$ cat config.mk
export PLATFORM = sky130hd
export DESIGN_NAME = rx_frame_classifier
export DESIGN_NICKNAME = d
export VERILOG_FILES = /design/src/rtl/rxfc_pkg.sv /design/src/rtl/rxfc_len_counter.sv /design/src/rtl/rxfc_err_tracker.sv /design/src/rtl/rxfc_decide.sv /design/src/rtl/rx_frame_classifier.sv
export SDC_FILE = /design/constraint.sdc
export NUM_CORES = 1
export LEC_CHECK = 0
export BUFFER_PORTS_ARGS = -buffer_cell sky130_fd_sc_hd__clkbuf_2
export CORE_ASPECT_RATIO = 1.1
export CORE_MARGIN = 2
export CORE_UTILIZATION = 50
export DETAILED_ROUTE_END_ITERATION = 7
export PLACE_DENSITY_LB_ADDON = 0.05
export SYNTH_ARGS = -nofsm -noshare
export SYNTH_HDL_FRONTEND = slang
export SYNTH_HIERARCHICAL = 1
export SYNTH_SLANG_ARGS = --single-unit
$ cat constraint.sdc
create_clock -name clk -period 4.7 [get_ports clk]
set_input_delay 0.94 -clock clk [delete_from_list [all_inputs] [get_ports clk]]
set_output_delay 0.94 -clock clk [all_outputs]
set_load 0.01 [all_outputs]
$ cat src/rtl/rxfc_pkg.sv
package rxfc_pkg;
  localparam int FLAG_N   = 10;
  localparam int F_JABBER = 0;
  localparam int F_OVER   = 1;
  localparam int F_FRAG   = 2;
  localparam int F_UNDER  = 3;
  localparam int F_CODE   = 4;
  localparam int F_ALIGN  = 5;
  localparam int F_CRC    = 6;
  localparam int F_CTRL   = 7;
  localparam int F_NOHIT  = 8;
  localparam int F_OVRUN  = 9;

  typedef logic [FLAG_N-1:0] flags_t;

  // Build the status vector from the size verdicts and the side results.
  function automatic flags_t rxfc_flags(input logic is_long, input logic is_short,
                                        input logic bad_crc, input logic odd,
                                        input logic code, input logic ctrl,
                                        input logic hit, input logic ovr);
    flags_t f;
    logic   bad;
    bad = bad_crc | code;
    f = '0;
    f[F_JABBER] = is_long & bad;
    f[F_OVER]   = is_long & ~bad;
    f[F_FRAG]   = is_short & bad;
    f[F_UNDER]  = is_short & ~bad;
    f[F_CODE]   = code;
    f[F_ALIGN]  = bad_crc & odd;
    f[F_CRC]    = bad_crc & ~odd;
    f[F_CTRL]   = ctrl;
    f[F_NOHIT]  = ~hit;
    f[F_OVRUN]  = ovr;
    return f;
  endfunction

  // Each rejecting flag needs its own enable; overrun always rejects.
  function automatic logic rxfc_keep(input flags_t f, input logic k_err,
                                     input logic k_short, input logic k_ctrl,
                                     input logic k_all);
    logic errs;
    errs = f[F_JABBER] | f[F_OVER] | f[F_FRAG] | f[F_CODE] | f[F_ALIGN] | f[F_CRC];
    return ~f[F_OVRUN] & (~errs | k_err) & (~f[F_UNDER] | k_short)
           & (~f[F_CTRL] | k_ctrl) & (~f[F_NOHIT] | k_all);
  endfunction
endpackage

$ cat src/rtl/rxfc_len_counter.sv
module rxfc_len_counter #(
  parameter int CNT_W = 16
) (
  input  logic             clk,
  input  logic             rst_n,
  input  logic             nib_valid,
  input  logic             frm_end,
  output logic [CNT_W-1:0] nib_cnt,
  output logic             cnt_full
);
  logic [CNT_W-1:0] cnt_q;

  assign cnt_full = &cnt_q;
  assign nib_cnt  = cnt_q;

  always_ff @(posedge clk) begin
    if (!rst_n)                    cnt_q <= '0;
    else if (frm_end)              cnt_q <= '0;
    else if (nib_valid && !cnt_full) cnt_q <= cnt_q + 1'b1;
  end
endmodule

$ cat src/rtl/rxfc_err_tracker.sv
module rxfc_err_tracker (
  input  logic clk,
  input  logic rst_n,
  input  logic nib_valid,
  input  logic phy_rx_err,
  input  logic frm_end,
  output logic code_seen
);
  logic seen_q;

  assign code_seen = seen_q;

  always_ff @(posedge clk) begin
    if (!rst_n)                        seen_q <= 1'b0;
    else if (frm_end)                  seen_q <= 1'b0;
    else if (nib_valid && phy_rx_err)  seen_q <= 1'b1;
  end
endmodule

$ cat src/rtl/rxfc_decide.sv
module rxfc_decide
  import rxfc_pkg::*;
#(
  parameter int LEN_W   = 14,
  parameter int MIN_LEN = 64,
  localparam int CNT_W  = LEN_W + 2,
  localparam int BYTE_W = LEN_W + 1
) (
  input  logic              clk,
  input  logic              rst_n,
  input  logic [LEN_W-1:0]  cfg_max_len,
  input  logic              keep_err,
  input  logic              keep_short,
  input  logic              keep_ctrl,
  input  logic              keep_all,
  input  logic              frm_end,
  input  logic [CNT_W-1:0]  nib_cnt,
  input  logic              code_seen,
  input  logic              crc_ok,
  input  logic              addr_hit,
  input  logic              is_ctrl,
  input  logic              rx_overrun,
  output logic              res_valid,
  output logic              res_keep,
  output flags_t            res_flags,
  output logic [BYTE_W-1:0] res_len
);
  logic [BYTE_W-1:0] len_bytes;
  logic              is_long;
  logic              is_short;
  flags_t            flags_d;
  logic              keep_d;

  assign len_bytes = nib_cnt[CNT_W-1:1];
  assign is_long   = len_bytes > {1'b0, cfg_max_len};
  assign is_short  = len_bytes < BYTE_W'(MIN_LEN);
  assign flags_d   = rxfc_flags(is_long, is_short, ~crc_ok, nib_cnt[0], code_seen,
                                is_ctrl, addr_hit, rx_overrun);
  assign keep_d    = rxfc_keep(flags_d, keep_err, keep_short, keep_ctrl, keep_all);

  always_ff @(posedge clk) begin
    if (!rst_n) begin
      res_valid <= 1'b0;
      res_keep  <= 1'b0;
      res_flags <= '0;
      res_len   <= '0;
    end else begin
      res_valid <= frm_end;
      if (frm_end) begin
        res_keep  <= keep_d;
        res_flags <= flags_d;
        res_len   <= len_bytes;
      end
    end
  end
endmodule

$ cat src/rtl/rx_frame_classifier.sv
module rx_frame_classifier
  import rxfc_pkg::*;
#(
  parameter int LEN_W   = 14,
  parameter int MIN_LEN = 64,
  localparam int CNT_W  = LEN_W + 2,
  localparam int BYTE_W = LEN_W + 1
) (
  input  logic              clk,
  input  logic              rst_n,
  input  logic [LEN_W-1:0]  cfg_max_len,
  input  logic              keep_err,
  input  logic              keep_short,
  input  logic              keep_ctrl,
  input  logic              keep_all,
  input  logic              nib_valid,
  input  logic              phy_rx_err,
  input  logic              frm_end,
  input  logic              crc_ok,
  input  logic              addr_hit,
  input  logic              is_ctrl,
  input  logic              rx_overrun,
  output logic              res_valid,
  output logic              res_keep,
  output logic [FLAG_N-1:0] res_flags,
  output logic [BYTE_W-1:0] res_len
);
  // Internal events brought out by name for the checker.
  logic [CNT_W-1:0] nib_cnt;
  logic             cnt_full;
  logic             code_seen;

  rxfc_len_counter #(.CNT_W(CNT_W)) u_len (
    .clk       (clk),
    .rst_n     (rst_n),
    .nib_valid (nib_valid),
    .frm_end   (frm_end),
    .nib_cnt   (nib_cnt),
    .cnt_full  (cnt_full)
  );

  rxfc_err_tracker u_err (
    .clk        (clk),
    .rst_n      (rst_n),
    .nib_valid  (nib_valid),
    .phy_rx_err (phy_rx_err),
    .frm_end    (frm_end),
    .code_seen  (code_seen)
  );

  rxfc_decide #(.LEN_W(LEN_W), .MIN_LEN(MIN_LEN)) u_dec (
    .clk         (clk),
    .rst_n       (rst_n),
    .cfg_max_len (cfg_max_len),
    .keep_err    (keep_err),
    .keep_short  (keep_short),
    .keep_ctrl   (keep_ctrl),
    .keep_all    (keep_all),
    .frm_end     (frm_end),
    .nib_cnt     (nib_cnt),
    .code_seen   (code_seen),
    .crc_ok      (crc_ok),
    .addr_hit    (addr_hit),
    .is_ctrl     (is_ctrl),
    .rx_overrun  (rx_overrun),
    .res_valid   (res_valid),
    .res_keep    (res_keep),
    .res_flags   (res_flags),
    .res_len     (res_len)
  );
endmodule

==> results of run 1 <==
state kept, by name, indices dropped and copies added (netlist names):
name / count
u_len/nib_cnt: 16
u_dec/res_len: 15
u_dec/res_flags: 10
u_dec/res_keep: 1
u_dec/res_valid: 1
u_err/code_seen: 1
final timing paths:
path,to,slack [ns],cells after the start
min,u_dec/res_flags[8]$_SDFFE_PN0P_,0.49,1
max,u_len/nib_cnt[7]$_SDFFE_PP0P_,2.29,4
max reg2reg,u_dec/res_flags[1]$_SDFFE_PN0P_,2.70,5
min reg2reg,u_dec/res_flags[8]$_SDFFE_PN0P_,0.49,1
per-stage QoR:
step                worst slack [ns]  util, %
floorplan                       2.53        -
global placement                1.99     59.7
detailed placement              2.00     59.7
CTS                             2.32     61.9
global route                    2.19     61.9
finish                          2.29     61.9
area by class of cell:
type | count | area (µm²) | area share [%]
clock buffers | 6 | 82.6 | 3.05
multi-input cells | 180 | 1320 | 48.6
inverters | 22 | 82.6 | 3.05
repair buffers | 53 | 265 | 9.78
well taps | 54 | 67.6 | 2.49
clock inverters | 2 | 15.0 | 0.554
flip-flops and latches | 44 | 881 | 32.5
per-layer routing:
metal  routed length (µm)  track usage [%]  vias to the layer above
met5                    0                0                        -
met4                   63             5.88                        0
met3                  219             5.38                        6
met2                 2430             36.1                       53
met1                 2410             27.2                      948
li1                     -                -                     1029
worst max-delay path, stage by stage:
cell and delay [ns]:
clkbuf_2 0.47, nand2b_1 0.58, or4_1 0.58, nand2_1 0.07
power groups by stage:
stage	Sequential, W	Combinational, W	Clock (W)
floorplan	0.000391	0.0000339	0
global placement	0.000390	0.0000587	0
detailed placement	0.000390	0.0000594	0
CTS	0.000381	0.0000597	0.000258
global route	0.000382	0.0000660	0.000271
finish	0.000381	0.0000593	0.000253
==> results.json, run 1 <==
{
  "syn-cell-area_um2": 2310,
  "final_hold_viol_count": 0,
  "finalWirelength_mm": 5.12,
  "drcViolationCount": 0,
  "track_usage_pct": 21.5,
  "timing.hold.ws_ns": 0.491,
  "switchingPower_w": 0.000169,
  "cp.arrival_ns": 2.65,
  "place_congestion": 0.782,
  "post-dp-hpwl_mm": 3.69,
  "setup_tns_ns": 0,
  "grt_max_degree": 31,
  "end_kind": "flip-flop",
  "vias_per_cell": 5.64,
  "overflow": 0,
  "path_class": "in2reg",
  "report.final.slew_viol_count": 0,
  "final_area_um2": 2710,
  "pwr-share-clk_pct": 36.5,
  "crit_path_start": "frm_end",
  "via_count": 2036,
  "ctsLongestPathBuffers": 2,
  "instances_no_fill": 361,
  "rows": 25,
  "die_area_um2": 5170,
  "n_fill_cell": 398,
  "post_cts_buffers": 0,
  "synth_nets": 294,
  "grt_pass1_vias": 1879,
  "comb_power_share_pct": 8.6,
  "grt_first_pass_wirelength_mm": 8.38,
  "status": "finished, final reports clean",
  "clk_latency_ns": 0.30,
  "port_buffers": 53,
  "layout.cells.most_common_list": "clkbuf_2, dfxtp_1, nor2b_1, inv_1",
  "synth.avg_cell_area_um2": 9.16,
  "cts.sinks": 44,
  "final_common_cell": "clkbuf_2",
  "post_drt_wl_per_cell_um": 14.2,
  "antenna_left": 0,
  "areaGrowthSynthToFinish_pct": 17.5,
  "p_seq_share_pct": 55.0,
  "dp_cells": 353,
  "die_w_um": 68.8,
  "clk_pin_slew_ns": 0.09,
  "ctsHoldBuffers": 0,
  "tightest_slew_ns": 0.844,
  "worstHoldPathType": "reg2reg",
  "critPathLaunchType": "input pin",
  "setup_viol": 0,
  "placed_area_um2": 2610,
  "syn_inst": 252,
  "die_h_um": 75.2,
  "ctsResizeCount": 0,
  "cts_buffers": 5,
  "intPower_w": 0.000524,
  "leakagePower_nw": 1.23,
  "power.density_nw_per_um2": 256,
  "min_from": "u_dec/res_flags[8]$_SDFFE_PN0P_",
  "dr.pass1.iters": 4,
  "clockRootBuffer": "clkbuf_8",
  "sw_frac_of_total_pct": 24.4,
  "h-tree-depth": 2,
  "power_w": 0.000693,
  "cp_max_fo": 29,
  "required_ns": 4.94,
  "drive_above_1_share_pct": 22.1,
  "drt_iter0_drc": 116,
  "skew_ns": 0.00556,
  "grt_setup_unrepaired": "false",
  "diodes": 0,
  "timing.rr.start": "u_len/nib_cnt[13]$_SDFFE_PP0P_",
  "ir_worst_vdd_mv": 0.192,
  "core_um2": 4380,
  "io_pins": 54,
  "final_nets": 348,
  "cts_tree": "done",
  "initial_core_util_pct": 52.7,
  "finalCriticalPeriod_ns": 2.41,
  "synth_warnings": 6,
  "drv_cap": 0,
  "antenna_found_initial": 0,
  "fmax_mhz": 415,
  "post-route-period-util_pct": 51.3,
  "slew_headroom_pct": 43.7
}
Note: power is estimated with default switching activity, not from simulation.
==> run 2, diff against run 1 <==
==> constraint.sdc (replaced) <==
create_clock -name clk -period 2.35 [get_ports clk]
set_input_delay 0.47 -clock clk [delete_from_list [all_inputs] [get_ports clk]]
set_output_delay 0.47 -clock clk [all_outputs]
set_load 0.01 [all_outputs]
==> results.json, run 2 (synthesized netlist as in run 1, its figures left out) <==
{
  "cp_slowest_stage_delay_ns": 0.42,
  "drt_iter0_drc": 96,
  "slew_headroom_pct": 54.7,
  "final_util_pct": 62.8,
  "post_cts_buffers": 0,
  "areaGrowthSynthToFinish_pct": 19.1,
  "cp.arrival_ns": 2.22,
  "overflow": 0,
  "status": "finished, final reports clean",
  "setup_tns_ns": 0,
  "clk_latency_ns": 0.30,
  "grt_first_pass_wirelength_mm": 8.63,
  "post-route-period-util_pct": 84.0,
  "post_drt_wl_per_cell_um": 14.5,
  "sw_frac_of_total_pct": 25.2,
  "drcViolationCount": 0,
  "antenna_left": 0,
  "tightest_slew_ns": 0.674,
  "comb_power_share_pct": 9.0,
  "die_area_um2": 5170,
  "port_buffers": 53,
  "p_seq_share_pct": 55.6,
  "cts.sinks": 44,
  "track_usage_pct": 22.2,
  "initial_core_util_pct": 52.7,
  "io_pins": 54,
  "ctsHoldBuffers": 0,
  "grt_max_degree": 19,
  "intPower_w": 0.00102,
  "cts_tree": "done",
  "grt_setup_unrepaired": "false",
  "path_class": "reg2reg",
  "vias_per_cell": 5.62,
  "required_ns": 2.60,
  "skew_ns": 0.00623,
  "finalWirelength_mm": 5.32,
  "timing.critical_path.buf_inv": 0,
  "end_kind": "flip-flop",
  "final_nets": 354,
  "drv_cap": 0,
  "n_fill_cell": 386,
  "rows": 25,
  "antenna_found_initial": 0,
  "largest_reg_flops": 16,
  "dr.pass1.iters": 4,
  "report.final.slew_viol_count": 0,
  "leakagePower_nw": 1.26,
  "final_hold_viol_count": 0,
  "pwr-share-clk_pct": 35.3,
  "core_um2": 4380,
  "drive_above_1_share_pct": 23.6,
  "diodes": 0,
  "place_congestion": 0.822,
  "ir_worst_vdd_mv": 0.330,
  "setup_viol": 0,
  "clockRootBuffer": "clkbuf_8",
  "switchingPower_w": 0.000345,
  "clk_pin_slew_ns": 0.09,
  "die_h_um": 75.2,
  "finalCriticalPeriod_ns": 1.97,
  "ctsLongestPathBuffers": 2,
  "power.density_nw_per_um2": 498,
  "layout.cells.most_common_list": "clkbuf_2, dfxtp_1, nor2b_1, inv_1",
  "cp_top_family": "compound AO/OA/AOI/OAI gates",
  "crit_chain": "ha_1 > nand4b_4 > nor3_1 > o31ai_1 > a22oi_1 > a32o_1",
  "fmax_mhz": 507,
  "post-dp-hpwl_mm": 3.95,
  "critPathLaunchType": "flip-flop",
  "ctsResizeCount": 0,
  "h-tree-depth": 2,
  "cp_max_fo": 7,
  "via_count": 2061,
  "crit_path_top_delay_cell": "dfxtp_1",
  "final_common_cell": "clkbuf_2",
  "grt_pass1_vias": 1901,
  "worstHoldPathType": "in2reg",
  "die_w_um": 68.8,
  "cts_buffers": 5
}
[run 2: changes by cell type in the layout (fill, tap and decap cells not counted), sizes merged]
cell | previous run | this run
buf | 0 | 6
clkbuf | 59 | 58
clkinv | 0 | 1
clkinvlp | 2 | 1
inv | 22 | 23
[run 2: through the flow]
step	hold slack [ns]	cells	worst slack [ns]	power, W	cell area [µm²]
floorplan	0.494	252	0.648	0.000850	2310
global placement	0.460	359	0.316	0.000901	2660
detailed placement	0.470	359	0.251	0.000903	2660
CTS	0.396	367	0.369	0.00138	2750
global route	0.417	367	0.243	0.00143	2750
finish	0.429	367	0.376	0.00137	2750
[run 2: final cells by class]
type | count | area (µm²) | share of cell area [%]
well taps | 54 | 67.6 | 2.46
clock inverters | 3 | 21.3 | 0.774
inverters | 22 | 82.6 | 3.00
repair buffers | 59 | 310 | 11.3
clock buffers | 5 | 68.8 | 2.50
multi-input cells | 180 | 1320 | 47.9
flip-flops and latches | 44 | 881 | 32.0
[run 2: worst paths after layout]
path                                    from                               to  slack (ns)  depth (start not counted)
max reg2reg   u_len/nib_cnt[14]$_SDFFE_PP0P_  u_dec/res_flags[1]$_SDFFE_PN0P_        0.38                          6
min                                 keep_err      u_dec/res_keep$_SDFFE_PN0P_        0.43                          3
max           u_len/nib_cnt[14]$_SDFFE_PP0P_  u_dec/res_flags[1]$_SDFFE_PN0P_        0.38                          6
min reg2reg  u_dec/res_flags[8]$_SDFFE_PN0P_  u_dec/res_flags[8]$_SDFFE_PN0P_        0.49                          1
[run 2: power by group through the flow]
stage          combinational, W  sequential [W]  clock, W
3_3_place_gp           0.000122        0.000779         0
3_5_place_dp           0.000124        0.000779         0
4_1_cts                0.000124        0.000762  0.000497
2_1_floorplan         0.0000677        0.000782         0
5_1_grt                0.000138        0.000763  0.000529
6_report               0.000124        0.000762  0.000483
[run 2: per-layer routing]
layer	vias up	share of wire, %	track usage [%]
met2	69	46	36.6
met3	8	5.5	5.68
met1	940	47	28.4
met5	-	0	0
li1	1044	-	-
met4	0	1.5	6.97
[run 2: worst min-delay path, cell delays in order]
cell,delay (ns)
clkbuf_2,0.09
a31oi_1,0.08
o21ai_1,0.06
==> run 3, diff against run 2 <==
==> constraint.sdc (replaced) <==
create_clock -name clk -period 2.1 [get_ports clk]
set_input_delay 0.42 -clock clk [delete_from_list [all_inputs] [get_ports clk]]
set_output_delay 0.42 -clock clk [all_outputs]
set_load 0.01 [all_outputs]
==> results.json, run 3 (synthesized netlist as in run 1, its figures left out) <==
{
  "cp.arrival_ns": 2.09,
  "ctsHoldBuffers": 0,
  "antenna_found_initial": 0,
  "cts_tree": "done",
  "die_w_um": 68.8,
  "overflow": 0,
  "crit_chain": "ha_1 > nand4b_4 > nor3_1 > o31ai_1 > a22oi_1 > a32o_1",
  "fmax_mhz": 546,
  "post_cts_buffers": 0,
  "io_pins": 54,
  "report.final.slew_viol_count": 0,
  "grt_pass1_vias": 1865,
  "seqCellArea_um2": 881,
  "cp_max_fo": 3,
  "setup_tns_ns": 0,
  "antenna_left": 0,
  "setup_viol": 0,
  "placed_area_um2": 2700,
  "worstHoldPathType": "in2reg",
  "end_kind": "flip-flop",
  "n_fill_cell": 413,
  "grt_setup_unrepaired": "false",
  "clk_pin_slew_ns": 0.09,
  "grt_max_degree": 17,
  "drive_above_1_share_pct": 25.1,
  "critPathLaunchType": "flip-flop",
  "via_count": 2092,
  "leakagePower_nw": 1.30,
  "finalWirelength_mm": 5.34,
  "drcViolationCount": 0,
  "final_util_pct": 64.5,
  "grt_first_pass_wirelength_mm": 8.56,
  "finalCriticalPeriod_ns": 1.83,
  "required_ns": 2.36,
  "final_area_um2": 2820,
  "hold_end": "u_dec/res_keep$_SDFFE_PN0P_",
  "post_drt_wl_per_cell_um": 14.3,
  "rows": 25,
  "final_nets": 360,
  "areaGrowthSynthToFinish_pct": 22.3,
  "port_buffers": 53,
  "ctsLongestPathBuffers": 2,
  "final_hold_viol_count": 0,
  "worst-r2r-setup-slack_ns": 0.27,
  "min_from": "keep_err",
  "initial_core_util_pct": 52.7,
  "crit_path_top_delay_cell": "dfxtp_1",
  "place_congestion": 0.790,
  "die_area_um2": 5170,
  "die_h_um": 75.2,
  "r2r_end": "u_dec/res_flags[0]$_SDFFE_PN0P_",
  "skew_ns": 0.00539,
  "timing.rr.start": "u_len/nib_cnt[13]$_SDFFE_PP0P_",
  "path_class": "reg2reg",
  "reg2reg_depth": 6,
  "ctsResizeCount": 0,
  "post-route-period-util_pct": 87.1,
  "track_usage_pct": 22.3,
  "vias_per_cell": 5.61,
  "multiInputGateArea_um2": 1320,
  "status": "finished, final reports clean",
  "min_path_cells": 3,
  "h-tree-depth": 2,
  "cp_slowest_stage_delay_ns": 0.34,
  "diodes": 0,
  "layout.cells.most_common_list": "clkbuf_2, dfxtp_1, nor2b_1, inv_1",
  "clockRootBuffer": "clkbuf_8",
  "largest_reg_flops": 16,
  "drt_iter0_drc": 114,
  "dr.pass1.iters": 4,
  "clk_latency_ns": 0.31,
  "post-dp-hpwl_mm": 3.99,
  "cts_buffers": 5,
  "cts.sinks": 44,
  "slew_headroom_pct": 62.8,
  "drv_cap": 0,
  "tightest_slew_ns": 0.557,
  "final_common_cell": "clkbuf_2",
  "ir_worst_vdd_mv": 0.446,
  "power.density_nw_per_um2": 600,
  "core_um2": 4380
}
## run 3: report_power, final
group          switching (W)  internal [W]
Combinational      0.0000730     0.0000645
Clock               0.000335      0.000367
Sequential        0.00000743      0.000845
Total               0.000416       0.00128
## run 3: worst max path at each step
| stage | cells past startpoint | slack, ns | end | start |
|---|---|---|---|---|
| floorplan | 7 | 0.45 | u_dec/res_flags[0]$_SDFFE_PN0P_ | cfg_max_len[4] |
| global placement | 8 | 0.12 | u_dec/res_flags[0]$_SDFFE_PN0P_ | cfg_max_len[13] |
| detailed placement | 8 | 0.05 | u_dec/res_flags[0]$_SDFFE_PN0P_ | cfg_max_len[12] |
| CTS | 6 | 0.24 | u_dec/res_flags[0]$_SDFFE_PN0P_ | u_len/nib_cnt[13]$_SDFFE_PP0P_ |
| global route | 6 | 0.09 | u_dec/res_flags[1]$_SDFFE_PN0P_ | u_len/nib_cnt[5]$_SDFFE_PP0P_ |
| finish | 6 | 0.27 | u_dec/res_flags[0]$_SDFFE_PN0P_ | u_len/nib_cnt[13]$_SDFFE_PP0P_ |
## run 3: worst max-delay path, delay by kind of cell, from the launching register on
kind | cells | cell delay (ns)
flops | 1 | 0.34
fa+ha+maj | 1 | 0.34
compound gates | 3 | 0.68
simple gates | 2 | 0.43
## run 3: cell type report
cell class,count,area share (%)
multi-input combinational,180,46.7
sequential,44,31.2
timing repair buffer,65,12.6
inverter,22,2.93
clock buffer,5,2.44
tap,54,2.39
clock inverter,3,1.77
## run 3: stage by stage
step / std cells / hold slack [ns] / power [W] / setup slack, ns
6_report: 373 / 0.332 / 0.00169 / 0.270
5_1_grt: 373 / 0.348 / 0.00175 / 0.0939
4_1_cts: 373 / 0.326 / 0.00171 / 0.240
3_5_place_dp: 365 / 0.472 / 0.00101 / 0.0451
3_3_place_gp: 365 / 0.463 / 0.00101 / 0.115
2_1_floorplan: 252 / 0.490 / 0.000951 / 0.448
## run 3: routing by layer
metal / vias up / GRT usage (%) / part of all wire (%)
li1: 1058 / - / -
met1: 968 / 28.9 / 46
met2: 58 / 36.3 / 48
met3: 8 / 5.38 / 5.0
met4: 0 / 7.41 / 1.1
met5: - / 0 / 0
